$ cat config.mk
export PLATFORM = sky130hd
export DESIGN_NAME = polyphase_sched
export DESIGN_NICKNAME = d
export VERILOG_FILES = /design/src/rtl/rsp_pkg.sv /design/src/rtl/rsp_sample_bank.sv /design/src/rtl/rsp_phase_counter.sv /design/src/rtl/rsp_phase_table.sv /design/src/rtl/polyphase_sched.sv
export SDC_FILE = /design/constraint.sdc
export NUM_CORES = 1
export LEC_CHECK = 0
export BUFFER_PORTS_ARGS = -buffer_cell sky130_fd_sc_hd__clkbuf_2
export CELL_PAD_IN_SITES_DETAIL_PLACEMENT = 0
export CELL_PAD_IN_SITES_GLOBAL_PLACEMENT = 2
export CORE_ASPECT_RATIO = 1.2
export CORE_MARGIN = 2
export CORE_UTILIZATION = 46
export CTS_BUF_LIST = sky130_fd_sc_hd__clkbuf_8
export DETAILED_ROUTE_END_ITERATION = 6
export PLACE_DENSITY = 0.79
export SYNTH_ARGS = -nofsm -noshare
export SYNTH_HDL_FRONTEND = slang
export SYNTH_HIERARCHICAL = 1
export SYNTH_SLANG_ARGS = --single-unit
export TNS_END_PERCENT = 1
$ cat constraint.sdc
create_clock -name clk -period 4.3 [get_ports clk]
set_input_delay 0.43 -clock clk [delete_from_list [all_inputs] [get_ports clk]]
set_output_delay 0.43 -clock clk [all_outputs]
set_load 0.05 [all_outputs]
$ cat src/rtl/rsp_pkg.sv
package rsp_pkg;

  // phase used by step i of a stride walk that begins at start
  function automatic int phase_at(input int start, input int stride,
                                  input int nsub, input int i);
    return (start + i * stride) % nsub;
  endfunction

  // samples that must arrive after phase ph before the following phase runs
  function automatic int advance_of(input int ph, input int stride,
                                    input int nsub);
    return (ph + stride) / nsub;
  endfunction

  function automatic int max2(input int a, input int b);
    return (a > b) ? a : b;
  endfunction

endpackage

$ cat src/rtl/rsp_sample_bank.sv
module rsp_sample_bank #(
  parameter int DEPTH = 16,
  parameter int WIDTH = 32,
  localparam int AW = $clog2(DEPTH)
) (
  input  logic             clk,
  input  logic             we,
  input  logic [AW-1:0]    waddr,
  input  logic [WIDTH-1:0] wdata,
  input  logic [AW-1:0]    raddr,
  output logic [WIDTH-1:0] rdata
);

  logic [WIDTH-1:0] mem [DEPTH];

  always_ff @(posedge clk) begin
    if (we) mem[waddr] <= wdata;
  end

  assign rdata = mem[raddr];

endmodule

$ cat src/rtl/rsp_phase_counter.sv
module rsp_phase_counter #(
  parameter int NSUB   = 5,
  parameter int STRIDE = 3,
  parameter int START  = 4,
  parameter int SUB_W  = 3,
  parameter int ADV_W  = 2
) (
  input  logic             clk,
  input  logic             rst_n,
  input  logic             step,
  output logic [SUB_W-1:0] sub,
  output logic [ADV_W-1:0] adv
);

  localparam int SUM_W = $clog2(NSUB + STRIDE + 1);

  logic [SUB_W-1:0] sub_q;
  logic [SUM_W-1:0] sum;
  logic [SUB_W-1:0] nxt;

  always_comb begin
    sum = SUM_W'(sub_q) + SUM_W'(STRIDE);
    adv = ADV_W'(sum / SUM_W'(NSUB));
    nxt = SUB_W'(sum % SUM_W'(NSUB));
  end

  always_ff @(posedge clk) begin
    if (!rst_n)    sub_q <= SUB_W'(START);
    else if (step) sub_q <= nxt;
  end

  assign sub = sub_q;

  AST_CNT_SUB_RANGE: assert property (@(posedge clk) disable iff (!rst_n)
    int'(sub_q) < NSUB);

endmodule

$ cat src/rtl/rsp_phase_table.sv
module rsp_phase_table #(
  parameter int NSUB   = 5,
  parameter int STRIDE = 2,
  parameter int START  = 4,
  parameter int SUB_W  = 3,
  parameter int ADV_W  = 2
) (
  input  logic             clk,
  input  logic             rst_n,
  input  logic             step,
  output logic [SUB_W-1:0] sub,
  output logic [ADV_W-1:0] adv,
  output logic             reuse
);

  localparam int IDX_W = $clog2(NSUB);

  logic [SUB_W-1:0] tbl_sub [NSUB];
  logic [ADV_W-1:0] tbl_adv [NSUB];
  logic [IDX_W-1:0] idx_q;

  for (genvar i = 0; i < NSUB; i++) begin : g_ent
    localparam int PH = rsp_pkg::phase_at(START, STRIDE, NSUB, i);
    localparam int AD = rsp_pkg::advance_of(PH, STRIDE, NSUB);
    assign tbl_sub[i] = SUB_W'(PH);
    assign tbl_adv[i] = ADV_W'(AD);
  end

  always_ff @(posedge clk) begin
    if (!rst_n) idx_q <= '0;
    else if (step)
      idx_q <= (int'(idx_q) == NSUB - 1) ? '0 : idx_q + 1'b1;
  end

  assign sub   = tbl_sub[idx_q];
  assign adv   = tbl_adv[idx_q];
  assign reuse = (adv == '0);

  AST_TBL_IDX_RANGE: assert property (@(posedge clk) disable iff (!rst_n)
    int'(idx_q) < NSUB);

endmodule

$ cat src/rtl/polyphase_sched.sv
module polyphase_sched #(
  parameter int DATA_W     = 32,
  parameter int DEPTH      = 16,
  parameter int NSUB       = 5,
  parameter int TAPS       = 2,
  parameter int CNT_STRIDE = 3,
  parameter int TBL_STRIDE = 2,
  localparam int AW      = $clog2(DEPTH),
  localparam int SUB_W   = $clog2(NSUB),
  localparam int CW      = $clog2(NSUB * TAPS),
  localparam int TAP_W   = $clog2(TAPS),
  localparam int ADV_MAX = rsp_pkg::max2((NSUB - 1 + CNT_STRIDE) / NSUB,
                                         (NSUB - 1 + TBL_STRIDE) / NSUB),
  localparam int ADV_W   = $clog2(ADV_MAX + 1),
  localparam int NEED_W  = $clog2(rsp_pkg::max2(TAPS, ADV_MAX) + 1)
) (
  input  logic              clk,
  input  logic              rst_n,
  input  logic              use_table,
  input  logic              in_valid,
  output logic              in_ready,
  input  logic [DATA_W-1:0] in_data,
  output logic              out_valid,
  input  logic              out_ready,
  output logic [SUB_W-1:0]  out_sub,
  output logic [CW-1:0]     out_coef,
  output logic [AW-1:0]     out_addr,
  output logic [DATA_W-1:0] out_data,
  output logic              out_start,
  output logic              out_last,
  output logic              out_tgt
);

  localparam int START = NSUB - 1;

  logic              mode_q;
  logic [AW-1:0]     newest_q;
  logic [NEED_W-1:0] need_q;
  logic [TAP_W-1:0]  tap_q;
  logic              take, fire, step;
  logic [AW-1:0]     wr_addr;

  logic [SUB_W-1:0]  c_sub, t_sub, sub;
  logic [ADV_W-1:0]  c_adv, t_adv, adv;
  logic              t_reuse;

  assign in_ready  = (need_q != '0);
  assign out_valid = (need_q == '0);
  assign take      = in_valid & in_ready;
  assign fire      = out_valid & out_ready;
  assign step      = fire & (int'(tap_q) == TAPS - 1);
  assign wr_addr   = newest_q + 1'b1;

  // capture the index mode only while reset is held
  always_ff @(posedge clk) begin
    if (!rst_n) mode_q <= use_table;
  end

  always_ff @(posedge clk) begin
    if (!rst_n) begin
      newest_q <= AW'(DEPTH - 1);
      need_q   <= NEED_W'(TAPS);
      tap_q    <= '0;
    end else begin
      if (take) begin
        newest_q <= wr_addr;
        need_q   <= need_q - 1'b1;
      end
      if (fire) begin
        if (step) begin
          tap_q  <= '0;
          need_q <= NEED_W'(adv);
        end else begin
          tap_q  <= tap_q + 1'b1;
        end
      end
    end
  end

  rsp_phase_counter #(
    .NSUB(NSUB), .STRIDE(CNT_STRIDE), .START(START),
    .SUB_W(SUB_W), .ADV_W(ADV_W)
  ) i_cnt (
    .clk(clk), .rst_n(rst_n), .step(step & ~mode_q),
    .sub(c_sub), .adv(c_adv)
  );

  rsp_phase_table #(
    .NSUB(NSUB), .STRIDE(TBL_STRIDE), .START(START),
    .SUB_W(SUB_W), .ADV_W(ADV_W)
  ) i_tbl (
    .clk(clk), .rst_n(rst_n), .step(step & mode_q),
    .sub(t_sub), .adv(t_adv), .reuse(t_reuse)
  );

  assign sub = mode_q ? t_sub : c_sub;
  assign adv = mode_q ? t_adv : c_adv;

  rsp_sample_bank #(.DEPTH(DEPTH), .WIDTH(DATA_W)) i_bank (
    .clk(clk), .we(take), .waddr(wr_addr), .wdata(in_data),
    .raddr(out_addr), .rdata(out_data)
  );

  assign out_sub   = sub;
  assign out_addr  = newest_q - AW'(tap_q);
  assign out_coef  = CW'(tap_q) * CW'(NSUB) + CW'(sub);
  assign out_start = (tap_q == '0);
  assign out_last  = (int'(tap_q) == TAPS - 1);
  assign out_tgt   = mode_q & t_reuse;

  // samples loaded since reset, saturating at the tap count
  logic [NEED_W-1:0] fill_q;
  always_ff @(posedge clk) begin
    if (!rst_n) fill_q <= '0;
    else if (take && int'(fill_q) < TAPS) fill_q <= fill_q + 1'b1;
  end

  AST_NO_EARLY_OUTPUT: assert property (@(posedge clk) disable iff (!rst_n)
    out_valid |-> int'(fill_q) == TAPS);

  AST_IN_OUT_EXCL: assert property (@(posedge clk) disable iff (!rst_n)
    !(in_ready && out_valid));

  AST_STALL_HOLD: assert property (@(posedge clk) disable iff (!rst_n)
    (out_valid && !out_ready) |=> (out_valid && $stable(out_sub) &&
      $stable(out_coef) && $stable(out_addr) && $stable(out_data) &&
      $stable(out_start) && $stable(out_last) && $stable(out_tgt)));

  AST_LAST_THEN_START: assert property (@(posedge clk) disable iff (!rst_n)
    (fire && out_last) |=> (!out_valid || out_start));

  AST_COEF_RANGE: assert property (@(posedge clk) disable iff (!rst_n)
    out_valid |-> int'(out_coef) < NSUB * TAPS);

  AST_MODE_STEADY: assert property (@(posedge clk) disable iff (!rst_n)
    $stable(mode_q));

endmodule

### Yosys cells after proc, flatten, opt, wreduce, memory -nomap -nowiden

Memory sizes are Yosys's and may differ from the RTL's.
Index checks and enable logic that the tools add are counted.

* add/subtract/negate cells: 7
* mux-type cells: 13
* magnitude comparators: 1
* div/mod/pow operators: 2
* equality and inequality tests: 1
* bitwise gates (word level): 10
* $mul: 1
* reduce and logical (&&, ||, !) cells: 2

Operator list (count)
* 2-to-1 mux 3 bit: 4
* bitwise AND 1 bit: 6
* 2-to-1 mux 1 bit: 6
* 2-to-1 mux 2 bit: 3
* adder 3 x 2 -> 4 bit, second input constant: 1
* adder 4 x 1 -> 4 bit, second input constant: 1
* adder 4 x 3 -> 4 bit: 1
* divider 4 x 3 -> 4 bit, second input constant: 1
* greater-or-equal comparator 4 bit, second input constant: 1
* modulo 4 x 3 -> 4 bit, second input constant: 1
* multiplier 1 x 3 -> 4 bit, second input constant: 1
* NOT 3 -> 4 bit: 1
* subtractor 4 x 1 -> 4 bit: 1
* adder 3 x 1 -> 3 bit, second input constant: 1
* == test 3 bit, second input constant: 1
* NOT 1 bit: 3
* zero test 2 bit: 1
* nonzero test 2 bit: 1
* subtractor 2 x 1 -> 2 bit, second input constant: 1
* adder 1 bit, second input constant: 1

* memory bits (writable): 512
* memories: 3
* ROM bits: 32
* output and inout bits: 48
* register bits after elaboration: 14
* input bits: 37

Memory list
* i_bank.mem: depth 16, width 32, read ports 1, clocked after memory_dff 0, wr ports 1, line rsp_sample_bank.sv:14 `logic [WIDTH-1:0] mem [DEPTH];`
* (name not given): depth 8, width 3, read ports 1, clocked after memory_dff 0, wr ports 0, line rsp_phase_table.sv:35 `assign sub = tbl_sub[idx_q];`
* (name not given): depth 8, width 1, read ports 1, clocked after memory_dff 0, wr ports 0, line rsp_phase_table.sv:36 `assign adv = tbl_adv[idx_q];`

### Depth between registers and ports, before layout

Gate-level depths: netlist of the first run.

* word-level depth: 7
* gate-level depth with buffers: 12
* mapped depth without buffers: 11

### Modules after synthesis

The synthesis of the first run kept the hierarchy.

Modules (own cells, without submodules)
* rsp_sample_bank: times used 1, area an instance 19213.4 um2, cells an instance 806
* polyphase_sched: times used 1, area an instance 580.6 um2, cells an instance 64
* rsp_phase_counter: times used 1, area an instance 342.8 um2, cells an instance 42
* rsp_phase_table: times used 1, area an instance 206.4 um2, cells an instance 24

### Least setup slack after synthesis of the first run

Ideal clock, no wire load.

* kind: reg2reg
* start point: reg need_q[0]
* end point: mem i_bank.mem[0][0], enable pin
* setup time: 0.461 ns
* stages on the path, launching flop included: 7
* required time: 3.839 ns
* buffers on the path: 0
* arrival time: 3.863 ns
* slack: -0.024 ns
* cell sequence: dfxtp_1 > inv_1 > ha_1 > nand2b_4 > inv_2 > or3b_2 > nor3_1

* longest elaborated chain between the ends: 4

Ends and longest elaborated chain
* start, declared: line polyphase_sched.sv:38 `logic [NEED_W-1:0] need_q;`
* start signal, assigned: line polyphase_sched.sv:62 `need_q <= NEED_W'(TAPS);`
* start signal, assigned: line polyphase_sched.sv:67 `need_q <= need_q - 1'b1;`
* start signal, assigned: line polyphase_sched.sv:72 `need_q <= NEED_W'(adv);`
* nonzero test 2 bit: line polyphase_sched.sv:47 `assign in_ready = (need_q != '0);`
* bitwise AND 1 bit: line polyphase_sched.sv:49 `assign take = in_valid & in_ready;`
* net take: line polyphase_sched.sv:40 `logic take, fire, step;`
* 2-to-1 mux 1 bit: line rsp_sample_bank.sv:17 `if (we) mem[waddr] <= wdata;`
* 2-to-1 mux 1 bit (not written as such): line rsp_sample_bank.sv:17
* end, declared: line rsp_sample_bank.sv:14

The timed path passes the listed nets, and every way through them passes these cells.

### Final worst setup path of the first run

* start point: reg newest_q[0]
* end point: out out_data[5]

* longest elaborated chain between the ends: 2

Ends and longest elaborated chain
* start, declared: line polyphase_sched.sv:37 `logic [AW-1:0] newest_q;`
* start signal, assigned: line polyphase_sched.sv:61 `newest_q <= AW'(DEPTH - 1);`
* start signal, assigned: line polyphase_sched.sv:66 `newest_q <= wr_addr;`
* subtractor 4 x 1 -> 4 bit: line polyphase_sched.sv:105 `assign out_addr = newest_q - AW'(tap_q);`
* memory (16 x 32 bit)
* end, declared: line polyphase_sched.sv:28 `output logic [DATA_W-1:0] out_data,`

No other way between the ends.

==> results of run 1 <==
## metrics by stage
| stage | utilization (%) | cells | worst slack, ps |
|---|---|---|---|
| final | 52.98 | 1712 | 329.2 |
| after global routing | 52.98 | 1712 | 67.30 |
| after CTS | 52.98 | 1711 | 235.2 |
| after detailed placement | 49.68 | 1568 | 925.6 |
| after global placement | 49.68 | 1568 | 965.0 |
| after floorplan | - | 936 | 316.9 |
## area by class of cell
type / instances / area [sq um] / share of cell area [%]
multi-input cells: 346 / 4508 / 19.46
flip-flops and latches: 526 / 15670 / 67.62
clock inverters: 61 / 316.6 / 1.367
clock buffers: 81 / 1115 / 4.813
well taps: 559 / 699.4 / 3.019
repair buffers: 120 / 780.7 / 3.370
inverters: 18 / 77.57 / 0.3349
diodes: 1 / 2.502 / 0.01080
## cell families (layout without fill, tap and decap cells)
group,after synthesis,count (layout),share of synthesized area [%]
xor gates and xnor gates,8,8,0.3444
muxes,136,136,14.61
other,0,1,0
and+or+nand+nor,96,96,2.319
buffers and inverters,64,280,1.525
DFF,526,526,77.00
AOI/OAI and AO/OA,91,91,3.272
adders and majority gates,15,15,0.9226
## layer usage
metal | track usage [%] | wire (microns) | vias up
li1 | - | - | 4244
met1 | 25.34 | 17450 | 5215
met2 | 33.87 | 22940 | 316
met3 | 4.171 | 2691 | 74
met4 | 6.818 | 899 | 4
met5 | 0 | 24 | -
## path summary, 6_finish.rpt
path              cells after the start           start  slack [ps]           endpoint
setup / recovery                      9     newest_q[0]         330        out_data[5]
hold / removal                        4       out_ready         140           out_last
setup reg to reg                      7       need_q[0]        1370  i_bank/mem[3][17]
hold reg to reg                       2  i_tbl/idx_q[1]         520     i_tbl/idx_q[1]
## Yosys cell counts (2+ instances only)
master	instances	share of area, %
buf_4	11	0.41
nand3b_1	5	0.18
buf_2	4	0.098
mux2_2	4	0.22
a31oi_1	2	0.061
inv_2	2	0.037
xnor2_1	5	0.22
buf_6	3	0.17
nand3_1	5	0.12
o211ai_1	2	0.074
xor2_1	3	0.13
nand2b_1	6	0.18
nand2_1	41	0.76
ha_1	15	0.92
dfxtp_1	13	1.3
mux4_2	128	14
clkbuf_1	18	0.33
edfxtp_1	513	76
and2b_1	2	0.074
nor2b_1	3	0.092
o21ai_0	10	0.25
buf_1	9	0.17
inv_1	16	0.30
a22oi_1	64	2.4
a21oi_1	3	0.074
nor2_1	17	0.31
nor3_1	5	0.12
mux2i_1	3	0.15
## power groups by stage
| stage | clock network [W] | logic, W | registers [W] |
|---|---|---|---|
| 4_1_cts | 0.00382 | 0.00290 | 0.00604 |
| 2_1_floorplan | 0 | 0.00204 | 0.00614 |
| 6_report | 0.00372 | 0.00284 | 0.00604 |
| 5_1_grt | 0.00405 | 0.00303 | 0.00606 |
| 3_3_place_gp | 0 | 0.00288 | 0.00613 |
| 3_5_place_dp | 0 | 0.00289 | 0.00615 |
## critical path, cell delays in order (launching register included)
cell and delay (ps):
dfxtp_1 390, inv_1 180, ha_1 240, ha_1 190, xor2_1 490, and2_2 500
buf_12 280, a22oi_1 110, nand2_1 220, clkbuf_2 310
## sequential cells by signal (all words and copies together) (netlist names)
signal,count
out_last,1
mode_q,1
i_bank/mem,512
newest_q,4
i_tbl/idx_q,3
i_cnt/sub,3
need_q,2
==> summary.md, run 1 <==
| Metric | Value |
|---|---|
| Die Y | `between 200 and 250 microns` |
| Clock root cell | `clkbuf_8` |
| Post-synth EDFFs | `513` |
| VDD IR max | `285.4 uV` |
| Routed Antenna Nets | `0` |
| Commonest non-fill, non-tap cell in the layout | `edfxtp_1` |
| Sw frac | `30.16%` |
| Drt pass-1 iters | `5` |
| Slew Limit Fails | `0` |
| Via Count | `about 9900` |
| Grt ovf | `0` |
| Mean number of vias per cell | `5.755` |
| Total clock buffers created by CTS | `81` |
| P_leak | `7.743 nW` |
| Share of the yosys chip area belonging to registers | `between 70% and 80%` |
| Crit path time final | `3971 ps` |
| CP Max Fanout | `23` |
| Logic pwr share | `22.5%` |
| Final wirelength | `44000 microns` |
| Power Total | `0.01259 W` |
| Post-DP Area | `0.02172 sq mm` |
| Placeable Area | `0.04372 sq mm` |
| Final nets | `~1100` |
| Outcome | `finished, final reports clean` |
| Max Buffers Root-to-Sink | `3` |
| I/O Pins | `85` |
| Layout cell share with drive strength beyond 1 | `33.07%` |
| Pint | `0.008795 W` |
| Commonest cells after routing, fill and taps aside | `513 x edfxtp_1, 128 x mux4_2, 84 x clkbuf_2` |
| Crit share post-route | `92.34%` |
| Worst setup SP type | `flop` |
| Max-Cap Viols | `0` |
| Area Overhead vs Synth | `13.87%` |
| Syn. warnings | `6` |
| Die width | `196.0 microns` |
| Worst setup EP type | `output pin` |
| Hold_buf cts | `1` |
| Gr usage total | `between 10% and 20%` |
| # rows | `84` |
| RSZ-0062 raised after global routing | `false` |
| Setup Fix Bufs, Post-CTS | `0` |
| Synth unique cells | `52` |
| Synth async-reset ratio | `0%` |
| H-tree depth | `3` |
| Clock share of power | `29.5%` |
| Layout filler cell count | `3443` |
| Worst rel slew slack | `41.93%` |
| Initial Utilization | `46.53%` |
| Worst slew pin tran | `869.0 ps` |
| Final Wtd Congestion | `0.7195` |
| Worst min-delay path class | `in -> reg` |
| Psw | `approximately 0.0038 W` |
| Critical path data required time | `3870 ps` |
| First-pass GRT wire length | `65620 microns` |
| Final hold slack | `roughly 140 ps` |
| Die ar. | `roughly 0.046 sq mm` |
| Starting DRT DRC Count | `778` |
| P per Cell Area | `543.6 mW/mm^2` |
| Setup Viol. Count Final | `0` |
| Setup TNS | `0 ps` |
| Largest net degree at the start of global routing | `46` |
| Post-CTS sizing | `0` |
| Post-DP HPWL | `23750 microns` |
| Vias in the first global route | `10500` |
| Seq pwr share | `48.0%` |
| Critical setup path kind | `reg -> out` |
| Worst EP arrival | `roughly 3500 ps` |
| Clock-pin slew on the worst setup and hold paths | `60 ps` |
| Final Hold Vio Count | `0` |
| Fmax | `251.8 MHz` |
| Post-Synthesis Cells | `roughly 940` |
| Cell Area, Synth | `0.02034 sq mm` |
| Synth Flop Type | `edfxtp_1` |
| Port bufs | `84` |
| Post-Syn Nets | `988` |
| Clock skew | `39.75 ps` |
| DRC viols | `0` |
| Final Cell Area | `0.02316 sq mm` |
| CTS tree | `yes` |
| Mean post-synth cell area | `between 20 and 25 sq um` |
| #FFs+latches synth | `about 530` |
| Clk Latency, worst-skew pair | `650 ps` |
| Initial antenna violation count | `3` |
| Per-cell routed wire length | `25.70 microns` |
| Num Clock Sinks | `526` |
Power figures use the tool's default switching activity.
==> run 2: changes to the inputs <==
==> constraint.sdc (replaced) <==
create_clock -name clk -period 4.3 [get_ports clk]
set_input_delay 0.86 -clock clk [delete_from_list [all_inputs] [get_ports clk]]
set_output_delay 0.86 -clock clk [all_outputs]
set_load 0.05 [all_outputs]
==> run 2 against run 1 <==
Final cell count up 0.41%; first-iteration DRC count up 21%; critical path type unchanged; die area unchanged; flip-flop and latch count unchanged; non-clock buffer count up 4; via count down 0.84%; critical endpoint is now out_data[0]; final area up 0.46%; register-to-register slack better by 70 ps; global-route usage down 0.53 points; highest routed layer unchanged.
==> summary.md, run 2 (synthesis gave the netlist of run 1 again) <==
| Metric | Value |
|---|---|
| Outcome | `finished, final reports clean (unchanged)` |
| Worst slew pin tran | `684.3 ps (was 869.0 ps)` |
| Fmax | `240.7 MHz (was 251.8 MHz)` |
| Final nets | `1148 (was 1145)` |
| P_leak | `7.793 nW (was 7.743 nW)` |
| Routed Antenna Nets | `0 (unchanged)` |
| Final Wtd Congestion | `0.7375 (was 0.7195)` |
| VDD IR max | `317.2 uV (was 285.4 uV)` |
| CP Max Fanout | `27 (was 23)` |
| Crit share post-route | `96.61% (was 92.34%)` |
| Commonest non-fill, non-tap cell in the layout | `edfxtp_1 (unchanged)` |
| Slew Limit Fails | `0 (unchanged)` |
| P per Cell Area | `543.1 mW/mm^2 (was 543.6 mW/mm^2)` |
| Worst setup EP type | `output pin (unchanged)` |
| R2R cell count | `7 (unchanged)` |
| Final hold slack | `405.4 ps (was 141.1 ps)` |
| Clock-pin slew on the worst setup and hold paths | `60 ps (about the same)` |
| Hold_buf cts | `0 (was 1)` |
| Per-cell routed wire length | `24.95 microns (was 25.70 microns)` |
| Drt pass-1 iters | `4 (was 5)` |
| CTS tree | `yes (unchanged)` |
| Max-Cap Viols | `0 (unchanged)` |
| Via Count | `9770 (was 9853)` |
| Final Hold Vio Count | `0 (unchanged)` |
| DRC viols | `0 (unchanged)` |
| Sw frac | `29.54% (was 30.16%)` |
| Die Y | `234.4 microns (unchanged)` |
| Worst min-delay path class | `in -> reg (unchanged)` |
| Setup Fix Bufs, Post-CTS | `0 (unchanged)` |
| Clock share of power | `29.5% (about the same)` |
| Largest register FFs | `512 (unchanged)` |
| Biggest register | `i_bank/mem (unchanged)` |
| Layout cell share with drive strength beyond 1 | `33.65% (was 33.07%)` |
| Final cell count without fillers | `1719 (was 1712)` |
| Initial Utilization | `46.53% (unchanged)` |
| Max Buffers Root-to-Sink | `3 (unchanged)` |
| Worst setup SP type | `flop (unchanged)` |
| Clock skew | `26.24 ps (was 39.75 ps)` |
| Port bufs | `84 (unchanged)` |
| Seq pwr share | `47.8% (was 48.0%)` |
| Die width | `196.0 microns (unchanged)` |
| Crit path time final | `4154 ps (was 3971 ps)` |
| Clk Latency, worst-skew pair | `630 ps (was 650 ps)` |
| Final Cell Area | `0.02327 sq mm (was 0.02316 sq mm)` |
| Final wirelength | `42900 microns (was 44000 microns)` |
| Post-DP HPWL | `23100 microns (was 23750 microns)` |
| Critical setup path kind | `reg -> out (unchanged)` |
| Grt ovf | `0 (unchanged)` |
| Total clock buffers created by CTS | `80 (was 81)` |
| H-tree depth | `3 (unchanged)` |
| First-pass GRT wire length | `64050 microns (was 65620 microns)` |
| Num Clock Sinks | `526 (unchanged)` |
| Largest net degree at the start of global routing | `37 (was 46)` |
| # rows | `84 (unchanged)` |
| Clock root cell | `clkbuf_8 (unchanged)` |
| Worst rel slew slack | `54.38% (was 41.93%)` |
| I/O Pins | `85 (unchanged)` |
| Power Total | `0.01264 W (was 0.01259 W)` |
| Worst hold path stage count | `1 (was 4)` |
| Pint | `0.008905 W (was 0.008795 W)` |
| Initial antenna violation count | `4 (was 3)` |
| Commonest cells after routing, fill and taps aside | `513 x edfxtp_1, 128 x mux4_2, 85 x clkbuf_8 (was 513 x edfxtp_1, 128 x mux4_2, 84 x clkbuf_2)` |
| Post-DP Area | `0.02178 sq mm (was 0.02172 sq mm)` |
| Starting DRT DRC Count | `943 (was 778)` |
| Logic pwr share | `22.7% (was 22.5%)` |
| Placeable Area | `0.04372 sq mm (unchanged)` |
| Largest regs | `i_bank/mem: 512 flops, newest_q: 4 flops (unchanged)` |
| Dpl cells | `1573 (was 1568)` |
| Setup Viol. Count Final | `0 (unchanged)` |
| Die ar. | `0.04593 sq mm (unchanged)` |
| Worst EP arrival | `3290 ps (was 3540 ps)` |
| Area Overhead vs Synth | `14.39% (was 13.87%)` |
| Gr usage total | `19.25% (was 19.78%)` |
| RSZ-0062 raised after global routing | `true (was false)` |
| Psw | `0.003734 W (was 0.003798 W)` |
| Critical path data required time | `3440 ps (was 3870 ps)` |
| Mean number of vias per cell | `5.684 (was 5.755)` |
| Vias in the first global route | `10310 (was 10500)` |
[run 2: cell types whose count changed in the layout (fill, tap and decap cells not counted), sizes merged]
cell	before	now
clkbuf	165	163
dlygate4sd3	1	0
bufinv	1	2
buf	35	46
clkinv	29	33
inv	46	40
[run 2: timing repair]
action	4_1_cts	5_1_grt
resized for setup	3	10
pin swaps	0	0
endpoints found under the setup margin	14	13
[run 2: path summary, 6_finish.rpt]
kind / start / end / slack [ps]
worst min register to register: i_tbl/idx_q[1] / i_tbl/idx_q[1] / 510
worst max register to register: need_q[0] / i_bank/mem[2][18] / 1440
worst max-delay path: newest_q[0] / out_data[0] / 150
worst min-delay path: use_table / mode_q / 410
[run 2: layout make-up]
| type | instances | area [sq um] |
|---|---|---|
| Inverter | 18 | 98.84 |
| Clock inverter | 60 | 275.3 |
| Timing Repair Buffer | 124 | 852.1 |
| Antenna cell | 1 | 2.502 |
| Sequential cell | 526 | 15670 |
| Fill cell | 3433 | 20450 |
| Multi-Input combinational cell | 346 | 4508 |
| Tap cell | 559 | 699.4 |
| Clock buffer | 85 | 1170 |
[run 2: stage by stage]
stage	utilization, %	TNS, ps	setup WS, ps
after floorplan	-	0	316.9
after global placement	49.82	0	672.1
after detailed placement	49.82	0	632.7
after CTS	53.18	0	33.12
after global routing	53.23	-13.60	-13.60
final	53.23	0	145.9
[run 2: power by group through the flow]
stage	clock network, W	logic [W]	registers [W]
after global placement	0	0.00288	0.00613
after detailed placement	0	0.00290	0.00615
after global routing	0.00407	0.00306	0.00606
final	0.00373	0.00287	0.00604
after CTS	0.00385	0.00292	0.00604
after floorplan	0	0.00204	0.00614
[run 2: critical path, stage by stage, from the launching register on]
cell and delay [ps]:
dfxtp_1 400, inv_2 130, ha_1 310, bufinv_16 330, buf_16 270, mux4_2 520
a22oi_1 240, nand2_1 170, buf_2 250
[run 2: routing by layer]
metal,vias to the layer above,GRT usage (%),wire [microns],part of all wire [%]
li1,4259,-,-,-
met1,5204,24.87,17770,41
met2,230,33.31,22380,52
met3,71,3.725,1982,4.6
met4,6,5.966,718,1.7
met5,-,0,46,0.11
